[src/rtl/adc_dual_pkg.sv]
package adc_dual_pkg;

  typedef enum logic [2:0] {
    ST_IDLE,
    ST_CLOW,
    ST_CWAIT,
    ST_READ,
    ST_QUIET
  } ctlState_t;

  typedef struct packed {
    logic shiftEn;
    logic loadOut;
  } dpCtl_t;

  function automatic int ceilDiv(input int num, input int den);
    return (num + den - 1) / den;
  endfunction

endpackage

[src/rtl/adc_dual_ctrl.sv]
module adc_dual_ctrl
  import adc_dual_pkg::*;
#(
  parameter int DATA_W            = 12,
  parameter int CLK_PERIOD_NS     = 10,
  parameter int CONVST_LOW_NS     = 10,
  parameter int BUSY_RISE_NS      = 5,
  parameter int CONV_MAX_NS       = 610,
  parameter int TIMEOUT_EXTRA_CYC = 16,
  parameter int SCLK_MAX_MHZ      = 35,
  parameter int QUIET_NS          = 30,
  parameter int PWRUP_NS          = 70000,
  parameter int SYNC_STAGES       = 2
) (
  input  logic   clk,
  input  logic   rstN,
  input  logic   startReq,
  input  logic   busy,
  output logic   convstN,
  output logic   csN,
  output logic   sclk,
  output logic   timeout,
  output dpCtl_t dpCtl
);

  localparam int LOW_RAW     = ceilDiv(CONVST_LOW_NS, CLK_PERIOD_NS);
  localparam int LOW_CYC     = (LOW_RAW < 1) ? 1 : LOW_RAW;
  localparam int SETTLE_CYC  = ceilDiv(BUSY_RISE_NS, CLK_PERIOD_NS) + SYNC_STAGES + 1;
  localparam int TIMEOUT_CYC = ceilDiv(CONV_MAX_NS, CLK_PERIOD_NS) + TIMEOUT_EXTRA_CYC;
  localparam int HALF_RAW    = ceilDiv(ceilDiv(500, SCLK_MAX_MHZ), CLK_PERIOD_NS);
  localparam int HALF_CYC    = (HALF_RAW < 1) ? 1 : HALF_RAW;
  localparam int QUIET_RAW   = ceilDiv(QUIET_NS, CLK_PERIOD_NS);
  localparam int QUIET_CYC   = (QUIET_RAW < 1) ? 1 : QUIET_RAW;
  localparam int PWRUP_CYC   = ceilDiv(PWRUP_NS, CLK_PERIOD_NS);
  localparam int CNT_W       = $clog2(TIMEOUT_CYC + 1);
  localparam int PH_W        = $clog2(HALF_CYC + 1);
  localparam int BIT_W       = $clog2(DATA_W + 1);
  localparam int Q_W         = $clog2(QUIET_CYC + 1);
  localparam int PWR_W       = $clog2(PWRUP_CYC + 1);

  ctlState_t         state;
  logic [CNT_W-1:0]  convCnt;
  logic [PH_W-1:0]   phase;
  logic [BIT_W-1:0]  bitsLeft;
  logic [Q_W-1:0]    quietCnt;
  logic [PWR_W-1:0]  pwrCnt;
  logic              pwrOk;
  logic              pendQ;
  logic              busySync;
  logic              go;
  logic              readStart;
  logic              phaseEnd;
  logic              bitSample;
  logic              readEnd;

  // BUSY synchronizer; reset to "busy" so nothing reads early
  logic [SYNC_STAGES-1:0] busySh;
  generate
    if (SYNC_STAGES == 1) begin : g_sync1
      always_ff @(posedge clk or negedge rstN) begin
        if (!rstN) busySh <= '1;
        else       busySh <= busy;
      end
    end else begin : g_syncN
      always_ff @(posedge clk or negedge rstN) begin
        if (!rstN) busySh <= '1;
        else       busySh <= {busySh[SYNC_STAGES-2:0], busy};
      end
    end
  endgenerate
  assign busySync = busySh[SYNC_STAGES-1];

  assign go        = (state == ST_IDLE) && pwrOk && (startReq || pendQ);
  assign readStart = (state == ST_CWAIT) && (convCnt >= CNT_W'(SETTLE_CYC)) && !busySync;
  assign phaseEnd  = (state == ST_READ) && (phase == PH_W'(HALF_CYC - 1));
  assign bitSample = phaseEnd && !sclk;
  assign readEnd   = phaseEnd && sclk && (bitsLeft == '0);

  assign dpCtl.shiftEn = readStart || bitSample;
  assign dpCtl.loadOut = readEnd;

  always_ff @(posedge clk or negedge rstN) begin
    if (!rstN) begin
      state    <= ST_IDLE;
      convstN  <= 1'b1;
      csN      <= 1'b1;
      sclk     <= 1'b1;
      timeout  <= 1'b0;
      pendQ    <= 1'b0;
      convCnt  <= '0;
      phase    <= '0;
      bitsLeft <= '0;
      quietCnt <= '0;
      pwrCnt   <= '0;
      pwrOk    <= 1'b0;
    end else begin
      timeout <= 1'b0;
      pendQ   <= (pendQ || startReq) && !go;
      if (!pwrOk) begin
        if (pwrCnt == PWR_W'(PWRUP_CYC - 1)) pwrOk  <= 1'b1;
        else                                 pwrCnt <= pwrCnt + 1'b1;
      end
      unique case (state)
        ST_IDLE: begin
          if (go) begin
            convstN <= 1'b0;
            csN     <= 1'b0;
            convCnt <= '0;
            state   <= ST_CLOW;
          end
        end
        ST_CLOW: begin
          convCnt <= convCnt + 1'b1;
          if (convCnt == CNT_W'(LOW_CYC - 1)) begin
            convstN <= 1'b1;
            state   <= ST_CWAIT;
          end
        end
        ST_CWAIT: begin
          convCnt <= convCnt + 1'b1;
          if (readStart) begin
            phase    <= PH_W'(HALF_CYC - 1);
            bitsLeft <= BIT_W'(DATA_W - 1);
            state    <= ST_READ;
          end else if (convCnt == CNT_W'(TIMEOUT_CYC - 1)) begin
            timeout  <= 1'b1;
            csN      <= 1'b1;
            quietCnt <= '0;
            state    <= ST_QUIET;
          end
        end
        ST_READ: begin
          if (phaseEnd) begin
            phase <= '0;
            if (readEnd) begin
              csN      <= 1'b1;
              quietCnt <= '0;
              state    <= ST_QUIET;
            end else if (sclk) begin
              sclk <= 1'b0;
            end else begin
              sclk     <= 1'b1;
              bitsLeft <= bitsLeft - 1'b1;
            end
          end else begin
            phase <= phase + 1'b1;
          end
        end
        ST_QUIET: begin
          if (quietCnt == Q_W'(QUIET_CYC - 1)) state <= ST_IDLE;
          else                                 quietCnt <= quietCnt + 1'b1;
        end
        default: state <= ST_IDLE;
      endcase
    end
  end

  // cycles chip select has been high, saturating, for the quiet-gap check
  logic [Q_W-1:0] sinceCsHigh;
  always_ff @(posedge clk or negedge rstN) begin
    if (!rstN)                                  sinceCsHigh <= Q_W'(QUIET_CYC);
    else if (!csN)                              sinceCsHigh <= '0;
    else if (sinceCsHigh != Q_W'(QUIET_CYC))    sinceCsHigh <= sinceCsHigh + 1'b1;
  end

  p_cs_covers_strobe_r4: assert property (@(posedge clk) disable iff (!rstN)
    !convstN |-> !csN);

  p_sclk_idle_r6: assert property (@(posedge clk) disable iff (!rstN)
    csN |-> sclk);

  p_pwrup_before_strobe_r2: assert property (@(posedge clk) disable iff (!rstN)
    $fell(convstN) |-> pwrOk);

  p_quiet_gap_r9: assert property (@(posedge clk) disable iff (!rstN)
    $fell(convstN) |-> (sinceCsHigh == Q_W'(QUIET_CYC)));

  p_timeout_releases_r10: assert property (@(posedge clk) disable iff (!rstN)
    timeout |-> (csN && convstN));

endmodule

[src/rtl/adc_dual_dp.sv]
module adc_dual_dp
  import adc_dual_pkg::*;
#(
  parameter int DATA_W = 12
) (
  input  logic              clk,
  input  logic              rstN,
  input  dpCtl_t            ctl,
  input  logic              doutA,
  input  logic              doutB,
  output logic [DATA_W-1:0] dataA,
  output logic [DATA_W-1:0] dataB,
  output logic              done
);

  logic [DATA_W-1:0] shA;
  logic [DATA_W-1:0] shB;

  generate
    if (DATA_W == 1) begin : g_w1
      always_ff @(posedge clk or negedge rstN) begin
        if (!rstN) begin
          shA <= '0;
          shB <= '0;
        end else if (ctl.shiftEn) begin
          shA <= doutA;
          shB <= doutB;
        end
      end
    end else begin : g_wn
      always_ff @(posedge clk or negedge rstN) begin
        if (!rstN) begin
          shA <= '0;
          shB <= '0;
        end else if (ctl.shiftEn) begin
          shA <= {shA[DATA_W-2:0], doutA};
          shB <= {shB[DATA_W-2:0], doutB};
        end
      end
    end
  endgenerate

  always_ff @(posedge clk or negedge rstN) begin
    if (!rstN) begin
      dataA <= '0;
      dataB <= '0;
      done  <= 1'b0;
    end else begin
      done <= ctl.loadOut;
      if (ctl.loadOut) begin
        dataA <= shA;
        dataB <= shB;
      end
    end
  end

  p_done_single_r8: assert property (@(posedge clk) disable iff (!rstN)
    done |=> !done);

  p_result_hold_r8: assert property (@(posedge clk) disable iff (!rstN)
    !ctl.loadOut |=> ($stable(dataA) && $stable(dataB)));

  p_no_shift_on_load_r7: assert property (@(posedge clk) disable iff (!rstN)
    ctl.loadOut |-> !ctl.shiftEn);

endmodule

[src/rtl/adc_dual_rd.sv]
module adc_dual_rd
  import adc_dual_pkg::*;
#(
  parameter int DATA_W            = 12,
  parameter int CLK_PERIOD_NS     = 10,
  parameter int CONVST_LOW_NS     = 10,
  parameter int BUSY_RISE_NS      = 5,
  parameter int CONV_MAX_NS       = 610,
  parameter int TIMEOUT_EXTRA_CYC = 16,
  parameter int SCLK_MAX_MHZ      = 35,
  parameter int QUIET_NS          = 30,
  parameter int PWRUP_NS          = 70000,
  parameter int SYNC_STAGES       = 2
) (
  input  logic              clk,
  input  logic              rstN,
  input  logic              startReq,
  output logic              convstN,
  input  logic              busy,
  output logic              csN,
  output logic              sclk,
  input  logic              doutA,
  input  logic              doutB,
  output logic [DATA_W-1:0] dataA,
  output logic [DATA_W-1:0] dataB,
  output logic              done,
  output logic              timeout
);

  dpCtl_t dpCtl;

  adc_dual_ctrl #(
    .DATA_W(DATA_W), .CLK_PERIOD_NS(CLK_PERIOD_NS), .CONVST_LOW_NS(CONVST_LOW_NS),
    .BUSY_RISE_NS(BUSY_RISE_NS), .CONV_MAX_NS(CONV_MAX_NS),
    .TIMEOUT_EXTRA_CYC(TIMEOUT_EXTRA_CYC), .SCLK_MAX_MHZ(SCLK_MAX_MHZ),
    .QUIET_NS(QUIET_NS), .PWRUP_NS(PWRUP_NS), .SYNC_STAGES(SYNC_STAGES)
  ) ctrl_i (
    .clk(clk), .rstN(rstN), .startReq(startReq), .busy(busy),
    .convstN(convstN), .csN(csN), .sclk(sclk), .timeout(timeout), .dpCtl(dpCtl)
  );

  adc_dual_dp #(.DATA_W(DATA_W)) dp_i (
    .clk(clk), .rstN(rstN), .ctl(dpCtl), .doutA(doutA), .doutB(doutB),
    .dataA(dataA), .dataB(dataB), .done(done)
  );

endmodule

[config.mk]
export PLATFORM = sky130hd
export DESIGN_NAME = adc_dual_rd
export DESIGN_NICKNAME = d
export VERILOG_FILES = /design/src/rtl/adc_dual_pkg.sv /design/src/rtl/adc_dual_ctrl.sv /design/src/rtl/adc_dual_dp.sv /design/src/rtl/adc_dual_rd.sv
export SDC_FILE = /design/constraint.sdc
export NUM_CORES = 1
export LEC_CHECK = 0
export ABC_CLOCK_PERIOD_IN_PS = 2800
export BUFFER_PORTS_ARGS = -buffer_cell sky130_fd_sc_hd__buf_2
export CAP_MARGIN = 20
export CORE_ASPECT_RATIO = 2
export CORE_MARGIN = 2
export CORE_UTILIZATION = 35
export DETAILED_ROUTE_END_ITERATION = 12
export PLACE_DENSITY_LB_ADDON = 0.12
export SYNTH_ARGS = -nofsm -noshare
export SYNTH_HDL_FRONTEND = slang
export SYNTH_SLANG_ARGS = --single-unit
[constraint.sdc]
create_clock -name clk -period 2.8 [get_ports clk]
set_input_delay 0.14 -clock clk [delete_from_list [all_inputs] [get_ports clk]]
set_output_delay 0.14 -clock clk [all_outputs]
set_load 0.01 [all_outputs]
# [Yosys cells after proc, flatten, opt, wreduce, memory -nomap -nowiden]
# Index checks and enable logic that the tools add are counted.
[totals] word_cells=117 input_bits=6 latch_bits=0 ff_bits=88 memories=0 out_inout_bits=29 mem_bits_rw=0 mem_bits_ro=0
[op_classes] add_sub_neg=5 reduce_logical=32 shifts=0 muxes=38 mul=0 eq_ne=20 bitwise_logic=3 order_cmp=1 n_div=0
[op_table] op="3-bit two-way mux" count=7
[op_table] op="6-bit AND reduction" count=3
[op_table] op="4-bit two-way mux" count=4
[op_table] op="3-bit one-hot mux with 5 select lines" count=1
[op_table] op="2-bit two-way mux" count=7
[op_table] op="7-bit one-hot mux with 2 select lines" count=1
[op_table] op="13-bit by 1-bit adder with 13-bit output, second input constant" count=1
[op_table] op="13-bit equality test, second input constant" count=1
[op_table] op="1-bit two-way mux" count=12
[op_table] op="2-bit by 1-bit != test with 1-bit output, second input constant" count=6
[op_table] op="2-bit != test, second input constant" count=5
[op_table] op="1-bit logical AND" count=9
[op_table] op="4-bit one-hot mux with 2 select lines" count=1
[op_table] op="7-bit by 1-bit adder with 7-bit output, second input constant" count=1
[op_table] op="7-bit equality test, second input constant" count=1
[op_table] op="7-bit by 3-bit greater-or-equal comparator with 1-bit output, second input constant" count=1
[op_table] op="7-bit zero test" count=1
[op_table] op="7-bit two-way mux" count=1
[op_table] op="3-bit by 2-bit equality test with 1-bit output, second input constant" count=2
[op_table] op="2-bit one-hot mux with 3 select lines" count=1
[op_table] op="2-bit AND reduction" count=3
[op_table] op="3-bit AND reduction" count=2
[op_table] op="2-bit nonzero test" count=3
[op_table] op="3-bit nonzero test" count=2
[op_table] op="other kinds (17)" count=23

# [Logic depth before layout (Yosys ltp)]
[logic_depth] ltp_word=7 ltp_mapped=7 mapped_depth_nobuf=6

# [By module]
# Synthesis repeated with hierarchy kept, for this count alone.
[hier_totals] cells_unflattened=289 hier_area_um2=3997.6
[by_module_without_submodules] module="adc_dual_dp" area_each_um2=2019.4 seq_area_each_um2=1226.2 cells_each=103 instances=1
[by_module_without_submodules] module="adc_dual_ctrl" area_each_um2=1978.1 seq_area_each_um2=982.2 cells_each=186 instances=1

# [Least setup slack after synthesis]
# No wires, ideal clock.
[synth_timing] path_kind="register to register" start="reg ctrl_i.sclk" end="reg dp_i.dataA[0]" path_stages_with_launch=6 required_ns=2.675 path_slack_ns=0.971 synth_period_minus_slack_ns=1.829 setup_ns=0.125 arrival_time_ns=1.704 path_buffers=2 path_cell_list="dfstp_2 > clkbuf_1 > nand3_1 > nor2_2 > buf_6 > mux2_2"
[synth_between] elab_chain_len=2
[synth_lines] element="start: declaration" line_no="adc_dual_ctrl.sv:21" source="output logic sclk,"
[synth_lines] element="start signal: assignment" line_no="adc_dual_ctrl.sv:87" source="sclk <= 1'b1;"
[synth_lines] element="start signal: assignment" line_no="adc_dual_ctrl.sv:140" source="sclk <= 1'b0;"
[synth_lines] element="start signal: assignment" line_no="adc_dual_ctrl.sv:142" source="sclk <= 1'b1;"
[synth_lines] element="1-bit logical AND (2 in a row)" line_no="adc_dual_ctrl.sv:77" source="assign readEnd = phaseEnd && sclk && (bitsLeft == '0);"
[synth_lines] element="end signal: assignment" line_no="adc_dual_dp.sv:45" source="dataA <= '0;"
[synth_lines] element="end signal: assignment" line_no="adc_dual_dp.sv:51" source="dataA <= shA;"
[synth_lines] element="end: declaration" line_no="adc_dual_dp.sv:11" source="output logic [DATA_W-1:0] dataA,"
# No other way between the ends.
# A chain may end at the register's enable or synchronous reset.

# [Worst setup path in the final report]
[layout_timing] start="reg ctrl_i.state[0]" end="reg dp_i.shB[4]"
[layout_between] elab_chain_len=4 word_cells_on_any_way=7 classes_between="eq/ne: 2; reduce/logical: 5"
[layout_lines] element="start: declaration" line_no="adc_dual_ctrl.sv:41" source="ctlState_t state;"
[layout_lines] element="start signal: assignment" line_no="adc_dual_ctrl.sv:84" source="state <= ST_IDLE;"
[layout_lines] element="start signal: assignment" line_no="adc_dual_ctrl.sv:109" source="state <= ST_CLOW;"
[layout_lines] element="start signal: assignment" line_no="adc_dual_ctrl.sv:116" source="state <= ST_CWAIT;"
[layout_lines] element="3-bit by 2-bit equality test with 1-bit output (on tied branches)" line_no="adc_dual_ctrl.sv:74, adc_dual_ctrl.sv:75"
[layout_lines] element="1-bit logical AND (on tied branches)" line_no="adc_dual_ctrl.sv:74, adc_dual_ctrl.sv:75"
[layout_lines] element="1-bit logical AND (on tied branches)" line_no="adc_dual_ctrl.sv:74, adc_dual_ctrl.sv:76"
[layout_lines] element="1-bit logical OR (*)" line_no="adc_dual_ctrl.sv:79" source="assign dpCtl.shiftEn = readStart || bitSample;"
[layout_lines] element="end signal: assignment" line_no="adc_dual_dp.sv:37" source="shB <= {shB[DATA_W-2:0], doutB};"
[layout_lines] element="end: declaration" line_no="adc_dual_dp.sv:17" source="logic [DATA_W-1:0] shB;"
# Every way passes the cells marked *; elsewhere a longest branch is shown, timed or not.

==> metrics.txt <==
CTS max path bufs=2; Die Width=slightly below 80 µm; Total Power=3.96 mW; asr flop ratio synth=100%; share of power burned in registers=between 40% and 50%; Final Hold Viols=0; Area growth syn-to-layout=17.4%; max-cap viol count=0; Detail Route Antenna Nets=0; Gate power share=between 20% and 30%; Final Critical Period=2000 ps; Avg Inst Size Synth=between 10 and 15 µm²; placement-stage cell area=~0.0042 mm²; fin area=~0.0045 mm²; Mapped Area=about 0.0039 mm²; clk sinks=88; critical path startpoint category=register; top-count cell post-synth=dfrtp_1; area share of the largest cell type after synthesis=between 50% and 60%; clock-pin slew on the worst setup and hold paths=approximately 70 ps; DIE HEIGHT=~150 µm; Post-synth EDFFs=0; critical path arrival=roughly 2200 ps; htree depth=3; initial antenna violation count=0; First-pass DRT Iterations=4; row count=between 50 and 60; initial core utilization=35.6%; vias in the first global route=about 2500; count of cell types in the netlist=52; Worst Setup End Kind=register; Crit Path Class=reg2reg; Core Area=between 0.01 and 0.015 mm²; RSZ-0062 raised after global routing=no; vias=roughly 2300; RePlAce Congestion=about 0.74; IO Pins=35; Total GRT Usage=a little over an eighth; switch share=between 20% and 30%; vias per cell=between 4 and 5; Yosys warning count=0; final wirelength=about 7400 µm; worst vdd ir=0.000464 V; crit share post-route=71.5%; Gate Count Post-Synth=between 200 and 300; fillcell total=1057; #FFs+latches synth=88; TNS Setup=0 ps; layout cell share with drive strength beyond 1=about a third; worst-skew pair later-pin latency=between 300 and 400 ps; Clk pwr share=34.7%; final design utilization=around two fifths; largest net degree at the start of global routing=50; Leak=2.18 nW; CTS buffer count=9; die area=~0.012 mm²; first-pass GRT wire length=approximately 13000 µm; top cells by area, synth=dfrtp_1, mux2_2, mux2_4; initial DRC count=75; Switch Pwr=1.14 mW; Highest Clock Rate=~0.5 GHz; Slew @ Worst Pin=~530 ps; cell taking the most area after synthesis=dfrtp_1; Post-synth top cells=dfrtp_1, mux2_2, mux2_4, xnor2_1, o21ai_0; Pwr Density=between 800 and 900 mW/mm²; Post-CTS Resized=0; multi-input logic area=0.00154 mm²; Int Pwr=2.82 mW; Top FF cell, synth=dfrtp_1; fin. max-slew vios=0; dpl hpwl=between 5000 and 6000 µm; register area share after synthesis=57.3%; number of setup violations in the final report=0; Max-slew headroom=around 65%; worst min path class=in2reg; FF+latch area=approximately 0.0022 mm²; wire length per cell=15.4 µm; final net count=345; CTS tree=done; gr ovfl total=0; required time of the worst setup path=roughly 3000 ps; syn_nets=a little over 300; clk_skew=6.86 ps; Ant. Diodes=0; CTS Root Cell=clkbuf_16; worst-path fanout max=26; # DRC=0; status=completed; # port buffers=34
-- kinds of logic (layout without fill, tap and decap cells) --
| group | after synthesis | after routing | synth area share (%) |
|---|---|---|---|
| flip-flops | 88 | 88 | 57.3 |
| adder cells (fa/ha/maj) | 5 | 5 | 1.62 |
| buffers and inverters | 19 | 65 | 2.79 |
| multiplexers | 51 | 51 | 16.6 |
| AO/OA/AOI/OAI | 38 | 38 | 6.46 |
| XOR/XNOR | 14 | 14 | 3.18 |
| AND/OR/NAND/NOR | 78 | 78 | 12.0 |
-- sequential cells by signal (all words and copies together), names as in the netlist --
signal and cells:
ctrl_i.phase 2, ctrl_i.pendQ 1, ctrl_i.convstN 1, ctrl_i.pwrOk 1, ctrl_i.pwrCnt 13, dp_i.done 1
dp_i.shA 12, ctrl_i.state 3, ctrl_i.bitsLeft 4, ctrl_i.convCnt 7, ctrl_i.timeout 1, ctrl_i.busySh 2
dp_i.dataA 12, ctrl_i.sclk 1, dp_i.shB 12, dp_i.dataB 12, ctrl_i.csN 1, ctrl_i.quietCnt 2
-- stage by stage --
stage	instances	hold WS (ps)	setup slack, ps
2_1_floorplan	293	-156	971
3_3_place_gp	461	156	769
3_5_place_dp	461	160	779
4_1_cts	479	25.1	756
5_1_grt	479	28.4	593
6_report	479	35.3	798
-- layout make-up --
type	instances	area share (%)
well taps	140	3.87
multi-input cells	186	34.0
inverters	10	0.829
repair buffers	39	5.03
flip-flops and latches	88	48.8
clock buffers	11	5.14
clock inverters	5	2.35
-- final timing paths --
kind	start	slack (ps)	depth (start not counted)	to
worst max-delay path	ctrl_i.state[0]	800	5	dp_i.shB[4]
worst min-delay path	doutA	40	2	dp_i.shA[0]
worst max register to register	ctrl_i.state[0]	800	5	dp_i.shB[4]
worst min register to register	ctrl_i.busySh[0]	360	0	ctrl_i.busySh[1]
max in group asynchronous	rstN	1790	3	ctrl_i.csN
min in group asynchronous	rstN	340	2	dp_i.done
-- power groups by stage --
stage                     Sequential [mW]  Clock, mW  Combinational, mW
after floorplan                      1.67          0              0.721
after detailed placement             1.78          0              0.845
after global placement               1.78          0              0.814
final                                1.75       1.37              0.833
after CTS                            1.76       1.41              0.850
after global routing                 1.80       1.47              0.923
-- cells in the final DEF (no fill, tap or decap), types with 2 or more instances in the layout --
cell | netlist | routed
a21o_1 | 3 | 3
a21oi_1 | 8 | 8
a22oi_1 | 2 | 2
and2_1 | 5 | 5
and3_1 | 2 | 2
buf_2 | 2 | 33
buf_4 | 1 | 3
bufinv_16 | 0 | 3
clkbuf_1 | 2 | 2
clkbuf_16 | 0 | 9
dfrtp_1 | 83 | 83
dfstp_2 | 5 | 5
dlygate4sd3_1 | 0 | 2
ha_1 | 5 | 5
inv_1 | 10 | 10
mux2_2 | 32 | 32
mux2_4 | 18 | 18
nand2_1 | 11 | 11
nand2b_1 | 4 | 4
nand3_1 | 10 | 10
nand3b_1 | 2 | 2
nand4_1 | 7 | 7
nor2_1 | 10 | 10
nor2b_1 | 3 | 3
nor3_1 | 3 | 3
nor3b_2 | 2 | 2
nor4_1 | 2 | 2
nor4b_1 | 2 | 2
o21ai_0 | 13 | 13
or2_2 | 2 | 2
or3_1 | 4 | 4
xnor2_1 | 14 | 14
-- per-layer routing --
metal	GRT usage, %	up-vias	wire length (µm)
li1	-	1124	-
met4	5.35	0	151
met1	15.6	1170	3010
met3	3.02	11	203
met5	0	-	0
met2	23.4	33	3990
-- timing repair --
| item | CTS | global route |
|---|---|---|
| hold buffers | 2 | 0 |
| buffers inserted | 0 | 0 |
| endpoints found under the hold margin | 36 | 0 |
| setup endpoints to repair | 0 | 0 |
-- worst max-delay path: stages, from the launching register on --
cell and delay (ps):
dfrtp_1 530, and2_1 240, nor3b_2 180, o21ai_4 130, buf_4 400, mux2_2 390
No activity file was read; power rests on OpenSTA's default activity.
